File: src/rtl/ir_demod_pkg.sv
package ir_demod_pkg;

    // Tick-domain constants
    localparam int NOM_TICKS  = 16;
    localparam int TOL_NARROW = 3;
    localparam int TOL_WIDE   = 4;
    localparam int GAP_W      = 6;
    localparam logic [GAP_W-1:0] GAP_MAX = '1;

    typedef enum logic [1:0] {
        ST_IDLE  = 2'd0,
        ST_ARMED = 2'd1,
        ST_LOCK  = 2'd2
    } trk_state_e;

    typedef struct packed {
        logic late_wide;   // bit 1
        logic early_wide;  // bit 0
    } win_cfg_t;

    function automatic logic [GAP_W-1:0] early_limit(input win_cfg_t w);
        int unsigned v;
        v = NOM_TICKS - (w.early_wide ? TOL_WIDE : TOL_NARROW);
        return GAP_W'(v);
    endfunction

    function automatic logic [GAP_W-1:0] late_limit(input win_cfg_t w);
        int unsigned v;
        v = NOM_TICKS + (w.late_wide ? TOL_WIDE : TOL_NARROW);
        return GAP_W'(v);
    endfunction

endpackage

File: src/rtl/ir_tick_div.sv
module ir_tick_div #(
    parameter int DIV_W = 16
) (
    input  logic             clk,
    input  logic             rst,
    input  logic [DIV_W-1:0] div_val,
    output logic             tick_o
);
    logic [DIV_W-1:0] cnt_q;

    always_ff @(posedge clk) begin
        if (rst)
            cnt_q <= '0;
        else if (cnt_q == '0)
            cnt_q <= div_val;
        else
            cnt_q <= cnt_q - 1'b1;
    end

    assign tick_o = (cnt_q == '0);

    // a nonzero divider never yields ticks on consecutive cycles
    p_tick_spacing_r1: assert property (@(posedge clk) disable iff (rst)
        (tick_o && div_val != '0) |=> !tick_o);

endmodule

File: src/rtl/ir_rx_sync.sv
module ir_rx_sync #(
    parameter int STAGES = 2
) (
    input  logic clk,
    input  logic rst,
    input  logic rx_raw,
    output logic level_o,
    output logic rise_o
);
    logic [STAGES-1:0] sh_q;
    logic              prev_q;

    generate
        if (STAGES == 1) begin : g_one
            always_ff @(posedge clk) begin
                if (rst) sh_q <= '0;
                else     sh_q <= rx_raw;
            end
        end else begin : g_many
            always_ff @(posedge clk) begin
                if (rst) sh_q <= '0;
                else     sh_q <= {sh_q[STAGES-2:0], rx_raw};
            end
        end
    endgenerate

    always_ff @(posedge clk) begin
        if (rst) prev_q <= 1'b0;
        else     prev_q <= sh_q[STAGES-1];
    end

    assign level_o = sh_q[STAGES-1];
    assign rise_o  = sh_q[STAGES-1] & ~prev_q;

    // a detected rise needs the raw line high STAGES cycles earlier
    p_rise_needs_input_r5: assert property (@(posedge clk) disable iff (rst)
        rise_o |-> $past(rx_raw, STAGES));

endmodule

File: src/rtl/ir_period_check.sv
module ir_period_check
    import ir_demod_pkg::*;
(
    input  logic     clk,
    input  logic     rst,
    input  logic     en_i,
    input  logic     tick_i,
    input  logic     rise_i,
    input  win_cfg_t win_i,
    output logic     locked_o
);
    trk_state_e       st_q, st_d;
    logic [GAP_W-1:0] gap_q, gap_d, gap_inc;
    logic [GAP_W-1:0] lim_lo, lim_hi;
    logic             in_win, expired;

    assign lim_lo  = early_limit(win_i);
    assign lim_hi  = late_limit(win_i);
    assign gap_inc = (tick_i && gap_q != GAP_MAX) ? gap_q + 1'b1 : gap_q;
    assign in_win  = (gap_inc >= lim_lo) && (gap_inc <= lim_hi);
    assign expired = (gap_inc > lim_hi);

    always_comb begin
        st_d  = st_q;
        gap_d = gap_q;
        if (!en_i) begin
            st_d  = ST_IDLE;
            gap_d = '0;
        end else begin
            unique case (st_q)
                ST_IDLE: begin
                    gap_d = '0;
                    if (rise_i) st_d = ST_ARMED;
                end
                ST_ARMED, ST_LOCK: begin
                    if (rise_i) begin
                        st_d  = in_win ? ST_LOCK : ST_ARMED;
                        gap_d = '0;
                    end else if (expired) begin
                        st_d  = ST_IDLE;
                        gap_d = '0;
                    end else begin
                        gap_d = gap_inc;
                    end
                end
                default: begin
                    st_d  = ST_IDLE;
                    gap_d = '0;
                end
            endcase
        end
    end

    always_ff @(posedge clk) begin
        if (rst) begin
            st_q  <= ST_IDLE;
            gap_q <= '0;
        end else begin
            st_q  <= st_d;
            gap_q <= gap_d;
        end
    end

    assign locked_o = (st_q == ST_LOCK);

    // mark is only entered from the armed state on an edge
    p_lock_from_armed_r5: assert property (@(posedge clk) disable iff (rst)
        $rose(locked_o) |-> ($past(st_q) == ST_ARMED && $past(rise_i)));

    // while locked the gap never exceeds the late limit
    p_gap_bound_r6: assert property (@(posedge clk) disable iff (rst)
        locked_o |-> (gap_q <= lim_hi));

    // an early edge never leads to lock
    p_early_reject_r2: assert property (@(posedge clk) disable iff (rst)
        (en_i && rise_i && st_q != ST_IDLE && gap_inc < lim_lo) |=> st_q == ST_ARMED);

    // disabling clears the checker
    p_disable_clears_r7: assert property (@(posedge clk) disable iff (rst)
        !en_i |=> st_q == ST_IDLE);

endmodule

File: src/rtl/ir_carrier_demod.sv
module ir_carrier_demod
    import ir_demod_pkg::*;
#(
    parameter int DIV_W       = 16,
    parameter int SYNC_STAGES = 2
) (
    input  logic             clk,
    input  logic             rst,
    input  logic [DIV_W-1:0] div_val,
    input  logic [1:0]       win_sel,
    input  logic             demod_en,
    input  logic             rx_in,
    output logic             env_out
);
    logic     tick, rx_level, rx_rise, locked;
    win_cfg_t win_cfg;

    assign win_cfg = win_cfg_t'(win_sel);

    ir_tick_div #(.DIV_W(DIV_W)) u_div (
        .clk     (clk),
        .rst     (rst),
        .div_val (div_val),
        .tick_o  (tick)
    );

    ir_rx_sync #(.STAGES(SYNC_STAGES)) u_sync (
        .clk     (clk),
        .rst     (rst),
        .rx_raw  (rx_in),
        .level_o (rx_level),
        .rise_o  (rx_rise)
    );

    ir_period_check u_chk (
        .clk      (clk),
        .rst      (rst),
        .en_i     (demod_en),
        .tick_i   (tick),
        .rise_i   (rx_rise),
        .win_i    (win_cfg),
        .locked_o (locked)
    );

    assign env_out = demod_en ? locked : rx_level;

    // envelope is space in the first cycle after reset
    p_reset_space_r9: assert property (@(posedge clk)
        $past(rst) && demod_en |-> !env_out);

    // with demodulation, mark can only rise after a detected edge
    p_mark_after_edge_r5: assert property (@(posedge clk) disable iff (rst)
        (demod_en && $past(demod_en) && $rose(env_out)) |-> $past(rx_rise));

endmodule

File: config.mk
export PLATFORM = sky130hd
export DESIGN_NAME = ir_carrier_demod
export DESIGN_NICKNAME = d
export VERILOG_FILES = /design/src/rtl/ir_demod_pkg.sv /design/src/rtl/ir_tick_div.sv /design/src/rtl/ir_rx_sync.sv /design/src/rtl/ir_period_check.sv /design/src/rtl/ir_carrier_demod.sv
export SDC_FILE = /design/constraint.sdc
export NUM_CORES = 1
export LEC_CHECK = 0
export BUFFER_PORTS_ARGS = -buffer_cell sky130_fd_sc_hd__buf_2
export CELL_PAD_IN_SITES_DETAIL_PLACEMENT = 1
export CELL_PAD_IN_SITES_GLOBAL_PLACEMENT = 1
export CORE_MARGIN = 2
export CORE_UTILIZATION = 25
export DETAILED_ROUTE_END_ITERATION = 7
export PLACE_DENSITY_LB_ADDON = 0.3
export SYNTH_ARGS = -nofsm -noshare
export SYNTH_HDL_FRONTEND = slang
export SYNTH_HIERARCHICAL = 1
export SYNTH_SLANG_ARGS = --single-unit
export TNS_END_PERCENT = 1
File: constraint.sdc
create_clock -name clk -period 2.8 [get_ports clk]
set_input_delay 0.56 -clock clk [delete_from_list [all_inputs] [get_ports clk]]
set_output_delay 0.56 -clock clk [all_outputs]
set_load 0.01 [all_outputs]
==> reports/results.ini, run 1 <==
[final_layout]
layout.nets=282
area_growth_pct=32.0
antenna_cells=0
drive_gt1_share_pct=32.7

[global_routing]
grt_max_degree=23
grt_usage_pct=13.8
antenna_found_initial=0
grt_pass1_wl_mm=8.38
grt_pass1_vias=1739
grt_overflow_total=0

[power_and_ir_drop]
power_density_nw_per_um2=888
power.total_mw=2.01
p_leak_nw=0.912
ir_worst_vdd_mv=0.386

[sta]
setup_viol=0
max_clock_freq_mhz=373
slew_headroom_pct=54.5
clock_skew_ns=0.00347
setup_tns_ns=0
hold_ws_ns=0.451
drv_slew=0
finalHoldViolCount=0
tightest_slew_ns=0.676
min_period_ns=2.68
layout_setup_ws_ns=0.121
period_share_pct=95.7

[critical_path]
rr_worst_depth=12
crit_buf_inv=2
crit_required_ns=2.98
r2r-end=u_chk/st_q[0]$_SDFFE_PP0P_
worstPathMaxFanout=6
cp-start-kind=register
r2r_setup_slack_ns=0.12
slowest_delay_ns=0.36
path_cells=inv_2 -> ha_4 -> nor4b_4 -> buf_4 -> and4_4 -> and3_4 -> a21oi_2 -> ha_1 -> nor4b_4 -> a311oi_2 -> a21oi_2 -> o311a_1
cp_slowest_cell=o311a_1
r2r_start=u_div/cnt_q[1]$_SDFF_PP0_
path_delay_family=compound AO/OA/AOI/OAI gates
crit_arrival_ns=2.86
endpoint_kind=register
crit_type=register to register

[floorplan]
io-pin-count=23
start_util_pct=25.6
core_area_um2=6720
dieArea_um2=7550
die_x_um=86.9
fp-row-count=30
die_y_um=86.9

[logic_synthesis]
avgSynthCellArea_um2=8.59
synth_enable_flop_cells=0
synth_nets=230
synth_seq_cells=27
synth_cells=200
synth-main-ff-cell=dfxtp_1
syn_area_um2=1720
synth-warning-count=6
synth_cell_types=59
synth.yosys.seq_area_share_pct=31.5
async_reset_ff_share_pct=0

[placement]
globalplace.congestion=0.806
hpwl_mm=3.61
port_buffers=22
place_ws_ns=-0.138

[clocking]
cts.hold.buffers_added=0
cts.sinks=27
tritoncts=built
cts_buffers=3
clock_tree.root_cell=clkbuf_8
cts.path.max_buffers=2
h-tree-depth=1
clkLatencyLatePin_ns=0.28
clk_pin_slew_ns=0.10

[run]
cap_viol_max_count=0

[routing]
drt_first_pass_iters=4
ant_nets=0
post_drt_wl_per_cell_um=15.1
wirelength_mm=5.01
highest_layer=met4
drt-met1-wl_mm=2.40
wl_met3_um=135
via_per_inst=5.19
route.met2.wl_mm=2.39
drt_iter0_drc=38
drc=0
via_count=1717

[hold_path]
min_path_type=register to register
hold_depth=1
hold_end=u_sync/sh_q[1]$_SDFF_PP0_
min_from=u_sync/sh_q[0]$_SDFF_PP0_

[outcome]
outcome=finished clean

==> power by group <==
group | switching [mW] | internal (mW) | total [mW]
clock network | 0.134 | 0.100 | 0.234
logic | 0.596 | 0.570 | 1.17
registers | 0.120 | 0.492 | 0.613
==> worst max-delay path by stage <==
stage,to,cells past startpoint,slack (ns),start
global placement,u_chk/st_q[0]$_SDFFE_PP0P_,12,-0.08,u_div/cnt_q[0]$_SDFF_PP0_
floorplan,u_chk/st_q[0]$_SDFFE_PP0P_,11,0.03,u_div/cnt_q[0]$_SDFF_PP0_
finish,u_chk/st_q[0]$_SDFFE_PP0P_,12,0.12,u_div/cnt_q[1]$_SDFF_PP0_
CTS,u_chk/st_q[0]$_SDFFE_PP0P_,12,0.03,u_div/cnt_q[0]$_SDFF_PP0_
global route,u_chk/st_q[0]$_SDFFE_PP0P_,12,-0.03,u_div/cnt_q[1]$_SDFF_PP0_
detailed placement,u_chk/st_q[0]$_SDFFE_PP0P_,12,-0.14,u_div/cnt_q[0]$_SDFF_PP0_
==> synth_stat cells (2+ instances only) <==
library cell	count	area, um^2
dfxtp_1	27	541
nor2_1	25	93.8
a211oi_1	13	97.6
nand2_1	9	33.8
ha_1	8	100
inv_1	7	26.3
nand3_1	7	35.0
a21oi_1	6	30.0
and4_1	6	52.6
xnor2_1	6	52.6
xor2_1	6	52.6
nor3_1	5	25.0
nor4_1	5	31.3
or4_1	5	37.5
nor2b_1	4	25.0
and3_1	3	18.8
clkbuf_1	3	11.3
nand4_1	3	18.8
nor4b_1	3	26.3
o21ai_0	3	15.0
or2_2	3	18.8
a31oi_1	2	12.5
and4b_1	2	20.0
buf_2	2	10.0
o41ai_1	2	17.5
or3_1	2	12.5
==> layer usage <==
metal	vias to the layer above	track usage [%]
li1	864	-
met1	817	17.8
met2	27	23.9
met3	9	1.80
met4	0	4.26
met5	-	0
==> layout by cell type, fill, tap and decap left out, drive strengths merged, types with 2 or more instances in the layout <==
master / n
clkbuf: 3
nand4: 3
dfxtp: 27
a21oi: 7
o21ai: 4
o211a: 2
ha: 8
and4b: 2
nor4: 5
buf: 52
a211oi: 13
nor3: 6
o41ai: 2
nor2: 25
inv: 7
mux2: 2
nor4b: 4
xnor2: 6
nand2: 9
xor2: 6
or4: 5
or2: 3
and3: 3
or3: 2
a311oi: 2
nor2b: 5
and4: 7
nand3: 7
a31oi: 2
==> final cells by class <==
class,instances,area (um^2)
multi-input combinational,161,1220
sequential,27,543
inverter,7,26.3
fill,787,4450
tap,80,100
timing repair buffer,52,335
clock buffer,3,41.3
clock inverter,1,5.00
==> worst reg2reg max path: stages, from the launching register on <==
cell and delay [ns]:
dfxtp_2 0.34, inv_2 0.07, ha_4 0.13, nor4b_4 0.17
buf_4 0.14, and4_4 0.24, and3_4 0.18, a21oi_2 0.06
ha_1 0.29, nor4b_4 0.13, a311oi_2 0.34, a21oi_2 0.12
o311a_1 0.36
==> timing repair <==
item,CTS,global route
setup endpoints to repair,7,7
pin swaps,0,6
setup buffers,0,1
gates resized for setup,3,14
gates cloned,0,1
==> sequential cells by signal, summed over array words and instances (netlist names) <==
register	flops
u_div/cnt_q	16
u_chk/gap_q	6
u_chk/st_q	2
u_sync/sh_q	2
u_sync/prev_q	1
==> per-stage QoR <==
step	area (um^2)	utilization, %	cells
final	2270	33.7	331
after global routing	2270	33.7	331
after CTS	2180	32.4	329
after detailed placement	2120	31.5	325
after global placement	2120	31.5	325
after floorplan	1720	-	200
==> cells by family after synthesis <==
kind of cell	Yosys count	share of synthesized area, %
DFF	27	31.5
and+or+nand+nor	92	31.8
AOI/OAI and AO/OA	44	19.3
xor gates and xnor gates	12	6.12
other	1	0.218
buffers and inverters	13	3.21
muxes	3	2.11
adders and majority gates	8	5.83
(Power assumes the default switching activity.)
==> inputs of run 2 (changes only) <==
--- a/config.mk
+++ b/config.mk
@@ -9,7 +9,7 @@
 export CELL_PAD_IN_SITES_DETAIL_PLACEMENT = 1
 export CELL_PAD_IN_SITES_GLOBAL_PLACEMENT = 1
 export CORE_MARGIN = 2
-export CORE_UTILIZATION = 25
+export CORE_UTILIZATION = 35
 export DETAILED_ROUTE_END_ITERATION = 7
 export PLACE_DENSITY_LB_ADDON = 0.3
 export SYNTH_ARGS = -nofsm -noshare
==> run 2 against run 1 <==
Global-route usage grew 5.5 points. Maximum frequency shrank 2.0%. First-iteration DRC count grew to 2.8 times the previous value. Clock skew rose by 0.0059 ns. Critical path depth decreased by 1. Clock power shrank 3%. Cell area decreased by 3.4%. Non-clock buffer count shrank 3. Critical path type unchanged. Critical endpoint unchanged. Highest routed layer unchanged.
==> reports/results.ini, run 2 (synthesis gave the netlist of run 1 again) <==
[outcome]
outcome=finished clean

[final_layout]
drive_gt1_share_pct=28.3
largest_register_ffs=16
area_growth_pct=27.5
top_register=u_div/cnt_q
largestRegisters=u_div/cnt_q: 16 flops, u_chk/gap_q: 6 flops
layout.nets=278
layout_common_cells=dfxtp_1, buf_4, nor2_1
regArea_um2=541
multi_input_area_um2=1180
fillCellCount=578
antenna_cells=0

[critical_path]
r2r-end=u_chk/st_q[0]$_SDFFE_PP0P_
r2r_start=u_div/cnt_q[0]$_SDFF_PP0_
crit_type=register to register
startpoint=u_div/cnt_q[0]$_SDFF_PP0_
endpoint=u_chk/st_q[0]$_SDFFE_PP0P_
cp-start-kind=register
worstPathMaxFanout=6
r2r_setup_slack_ns=0.07
endpoint_kind=register
crit_required_ns=2.96
rr_worst_depth=11
crit_arrival_ns=2.90

[sta]
min_period_ns=2.73
max_clock_freq_mhz=366
period_share_pct=97.6
finalHoldViolCount=0
hold_ws_ns=0.453
drv_slew=0
setup_viol=0
layout_setup_ws_ns=0.0677
clock_skew_ns=0.00939

[global_routing]
antenna_found_initial=0
grt_overflow_total=0
busiest_layer=met2
grt_pass1_vias=1732
grt_pass1_wl_mm=8.36
grt_usage_pct=19.3
grt_use_met1_pct=27.5
grt_max_degree=23
met3_usage_pct=2.30
use_met2_pct=31.4

[clocking]
cts.path.max_buffers=2
cts_buffers=3
h-tree-depth=1
cts.sinks=27
tritoncts=built
clk_pin_slew_ns=0.10
clock_tree.root_cell=clkbuf_8
post_cts_buffers=0
clkLatencyLatePin_ns=0.28

[routing]
drt_iter0_drc=107
wirelength_mm=5.03
ant_nets=0
post_drt_wl_per_cell_um=16.0
drc=0
drt_first_pass_iters=4
via_count=1734
via_per_inst=5.52

[floorplan]
core_area_um2=4720
start_util_pct=36.4
dieArea_um2=5480
fp-row-count=25
io-pin-count=23
die_x_um=74.1
die_y_um=74.1

[placement]
port_buffers=22
globalplace.congestion=0.812
hpwl_mm=3.73
place_ws_ns=-0.0652

[power_and_ir_drop]
ir_worst_vdd_mv=0.422
power_density_nw_per_um2=879
power.total_mw=1.93
p_leak_nw=0.889

[hold_path]
hold_depth=1
min_path_type=register to register

[run]
cap_viol_max_count=0

## run 2: power breakdown
group          internal [mW]  switching [mW]  leakage (nW)
sequential             0.490           0.129         0.221
combinational          0.512           0.567         0.645
clock                  0.102           0.126        0.0228
## run 2: through the flow
step / instances / area, um^2 / setup TNS [ns] / utilization [%]
final: 314 / 2190 / 0 / 46.4
after detailed placement: 310 / 2090 / -0.0652 / 44.2
after floorplan: 200 / 1720 / 0 / -
after CTS: 314 / 2140 / 0 / 45.3
after global placement: 310 / 2090 / 0 / 44.2
after global routing: 314 / 2190 / -0.224 / 46.4
## run 2: how the worst min path moves through the flow
stage                                         start                        end  slack, ns
after detailed placement  u_sync/sh_q[0]$_SDFF_PP0_  u_sync/sh_q[1]$_SDFF_PP0_       0.44
final                     u_sync/sh_q[0]$_SDFF_PP0_  u_sync/sh_q[1]$_SDFF_PP0_       0.45
after floorplan           u_sync/sh_q[0]$_SDFF_PP0_  u_sync/sh_q[1]$_SDFF_PP0_       0.41
after global placement    u_sync/sh_q[0]$_SDFF_PP0_  u_sync/sh_q[1]$_SDFF_PP0_       0.42
after CTS                 u_sync/sh_q[0]$_SDFF_PP0_  u_sync/sh_q[1]$_SDFF_PP0_       0.46
after global routing      u_sync/sh_q[0]$_SDFF_PP0_  u_sync/sh_q[1]$_SDFF_PP0_       0.47
## run 2: layer usage
metal  part of all wire, %  vias up
met4                  0.38        0
met5                     0        -
met1                    50      854
li1                      -      851
met2                    47       27
met3                   2.6        2
## run 2: what timing repair did
action | CTS | global route
setup endpoints to repair | 3 | 7
hold buffers | 0 | 0
pin swaps | 0 | 4
resized for setup | 2 | 7
## run 2: critical path, stage by stage (launching register included)
cell and delay (ns):
dfxtp_1 0.32, inv_1 0.09, ha_2 0.20, nor4b_4 0.21, and4_4 0.29, and3_1 0.19
a21oi_2 0.08, ha_1 0.32, nor4b_4 0.15, a311oi_4 0.31, a21oi_2 0.11, o311a_1 0.34
## run 2: layout make-up
cell class / count / area share [%]
tap: 67 / 3.83
multi-input combinational: 160 / 54.0
timing repair buffer: 49 / 14.3
clock buffer: 4 / 2.06
sequential: 27 / 24.7
inverter: 7 / 1.20
==> inputs of run 3 (changes only) <==
--- a/config.mk
+++ b/config.mk
@@ -5,6 +5,7 @@
 export SDC_FILE = /design/constraint.sdc
 export NUM_CORES = 1
 export LEC_CHECK = 0
+export ABC_AREA = 1
 export BUFFER_PORTS_ARGS = -buffer_cell sky130_fd_sc_hd__buf_2
 export CELL_PAD_IN_SITES_DETAIL_PLACEMENT = 1
 export CELL_PAD_IN_SITES_GLOBAL_PLACEMENT = 1
@@ -12,6 +13,7 @@
 export CORE_UTILIZATION = 35
 export DETAILED_ROUTE_END_ITERATION = 7
 export PLACE_DENSITY_LB_ADDON = 0.3
+export SETUP_SLACK_MARGIN = 0.5
 export SYNTH_ARGS = -nofsm -noshare
 export SYNTH_HDL_FRONTEND = slang
 export SYNTH_HIERARCHICAL = 1
==> run 3 against run 2 <==
Critical path depth grew 13. Clock-buffer cell count shrank 1. Non-clock buffer count shrank 8. Synthesized cell count grew 59%. Utilization shrank 2.4 points. Combinational power is essentially flat. Global-route usage shrank 1.2 points. Largest cell class unchanged.
==> reports/results.ini, run 3 <==
[placement]
place_ws_ns=0.118
hpwl_mm=3.89
port_buffers=22
globalplace.congestion=0.776

[logic_synthesis]
yosysMostFrequentCell=nand2_1
synth_fa_ha_area_share_pct=5.15
synth-warning-count=6
synth_largest_area_cell=dfxtp_1
synth-compound-area-share_pct=7.59
synth_xor_area_share_pct=0.901
synth_nets=347
synth.mux.area_fraction_pct=0
synth_common_cells=nand2_1, inv_1, nor2_1
synth_top_cells_by_area=dfxtp_1, nand2_1, inv_1, nor2_1, nand3_1
synth_cells=317
avgSynthCellArea_um2=6.13
async_reset_ff_share_pct=0
synth-simple-area-share_pct=45.2
synth_enable_flop_cells=0
syn_area_um2=1940
synth_seq_cells=27
synth.yosys.seq_area_share_pct=27.8
synth_top_area_share_pct=27.8
synth-main-ff-cell=dfxtp_1
synth_top_family_by_area=simple AND/OR/NAND/NOR gates
synth_cell_types=31

[final_layout]
layout.nets=390
largestRegisters=u_div/cnt_q: 16 flops, u_chk/gap_q: 6 flops
largest_register_ffs=16
drive_gt1_share_pct=25.6
area_growth_pct=23.1
layout_common_cells=nand2_1, nor2_1, inv_1
antenna_cells=0
layout_commonest_cell=nand2_1
top_register=u_div/cnt_q
fillCellCount=740

[global_routing]
grt_overflow_total=0
antenna_found_initial=0
grt_pass1_vias=2094
grt_usage_pct=18.1
grt_pass1_wl_mm=8.94
grt_max_degree=22

[routing]
via_per_inst=4.61
via_count=1985
drt_iter0_drc=53
drt_first_pass_iters=4
ant_nets=0
wirelength_mm=5.37
post_drt_wl_per_cell_um=12.5
drc=0

[outcome]
outcome=finished clean

[clocking]
h-tree-depth=1
clock_tree.root_cell=clkbuf_8
clkLatencyLatePin_ns=0.29
cts.sinks=27
cts_buffers=3
cts.path.max_buffers=2
cts.hold.buffers_added=0
tritoncts=built
clk_pin_slew_ns=0.11

[critical_path]
crit_required_ns=3.03
r2r_setup_slack_ns=0.24
endpoint_kind=register
cp-start-kind=register
worstPathMaxFanout=4
crit_arrival_ns=2.80
crit_type=register to register

[run]
cap_viol_max_count=0

[sta]
period_share_pct=91.6
rsz0062_at_grt=true
setup_viol=0
min_period_ns=2.56
setup_tns_ns=0
tightest_slew_ns=0.513
layout_setup_ws_ns=0.235
clock_skew_ns=0.00952
slew_headroom_pct=65.7
max_clock_freq_mhz=390
drv_slew=0
finalHoldViolCount=0

[hold_path]
min_path_type=register to register

[floorplan]
fp-row-count=27
die_x_um=78.5
io-pin-count=23
die_y_um=78.5
start_util_pct=35.7
dieArea_um2=6170
core_area_um2=5440

[power_and_ir_drop]
ir_worst_vdd_mv=0.214
power_density_nw_per_um2=772
p_leak_nw=1.26

-- run 3: cell types whose count changed in the layout (fill, tap and decap cells not counted), sizes merged, moves of 6 or more --
cell,previous run,this run
and4,6,0
nor3,6,0
inv,7,61
nand2,9,87
nor2,25,70
a211oi,13,0
nand3,7,25
buf,49,41
o21ai,4,15
-- run 3: path summary, 6_finish.rpt --
check,from,cells past startpoint,endpoint
worst max-delay path,u_div/cnt_q[1]$_SDFF_PP0_,24,u_chk/st_q[0]$_SDFFE_PP0P_
worst max register to register,u_div/cnt_q[1]$_SDFF_PP0_,24,u_chk/st_q[0]$_SDFFE_PP0P_
worst min-delay path,u_sync/sh_q[0]$_SDFF_PP0_,2,u_sync/sh_q[1]$_SDFF_PP0_
worst min register to register,u_sync/sh_q[0]$_SDFF_PP0_,2,u_sync/sh_q[1]$_SDFF_PP0_
-- run 3: what timing repair did --
item | in CTS | in global routing
setup buffers | 14 | 3
hold endpoints to repair | 0 | 0
pin swaps | 3 | 3
setup endpoints to repair | 7 | 7
resized for setup | 4 | 5
-- run 3: cell type report --
cell class,count,area (um^2),area share [%]
inverters,61,239,9.98
flip-flops and latches,27,543,22.7
clock inverters,1,7.51,0.314
clock buffers,3,41.3,1.73
repair buffers,41,253,10.6
multi-input cells,226,1220,51.0
well taps,72,90.1,3.76
-- run 3: through the flow --
stage | util [%] | instance area (um^2) | total power, mW | hold WS, ns | instances
finish | 44.0 | 2390 | 1.85 | 0.416 | 431
global route | 44.0 | 2390 | 2.04 | 0.439 | 431
CTS | 43.3 | 2360 | 1.81 | 0.419 | 428
detailed placement | 40.3 | 2190 | 1.45 | 0.407 | 410
global placement | 40.3 | 2190 | 1.42 | 0.396 | 410
floorplan | - | 2000 | 1.25 | 0.388 | 317
-- run 3: power breakdown --
part | total [mW] | internal [mW] | switching [mW]
Sequential | 0.522 | 0.457 | 0.0651
Combinational | 1.08 | 0.445 | 0.639
Clock | 0.244 | 0.102 | 0.142
-- run 3: kinds of logic (layout without fill, tap and decap cells) --
kind of cell / count (synthesis) / in the layout
flip-flops: 27 / 27
other: 1 / 1
buffers and inverters: 64 / 106
AND/OR/NAND/NOR: 189 / 189
XOR/XNOR: 2 / 2
adder cells (fa/ha/maj): 8 / 8
AO/OA/AOI/OAI: 26 / 26
-- run 3: per-layer routing --
metal  share of wire [%]  wire length [um]  up-vias  global-route usage (%)
met5                   0                 0        -                       0
met4                 1.4                74        0                    5.26
met3                 1.5                81        5                    2.07
met2                  55              2950       13                    35.8
met1                  42              2270      928                    19.8
li1                    -                 -     1039                       -
-- run 3: worst max-delay path, cell delays in order, from the launching register on --
cell,delay [ns]
dfxtp_2,0.34
inv_2,0.08
ha_4,0.14
inv_1,0.04
nor2_1,0.08
nand2_1,0.09
nor2_4,0.15
nand2_4,0.08
inv_8,0.06
inv_4,0.04
nor2_4,0.15
o21ai_2,0.09
o21ai_2,0.08
inv_2,0.06
ha_4,0.27
nand3_4,0.07
nor2_4,0.10
nand2_1,0.06
nand2_1,0.07
nand2_2,0.08
nand2_1,0.08
nand2_2,0.06
nand2_1,0.05
nand2_1,0.05
a21oi_2,0.10
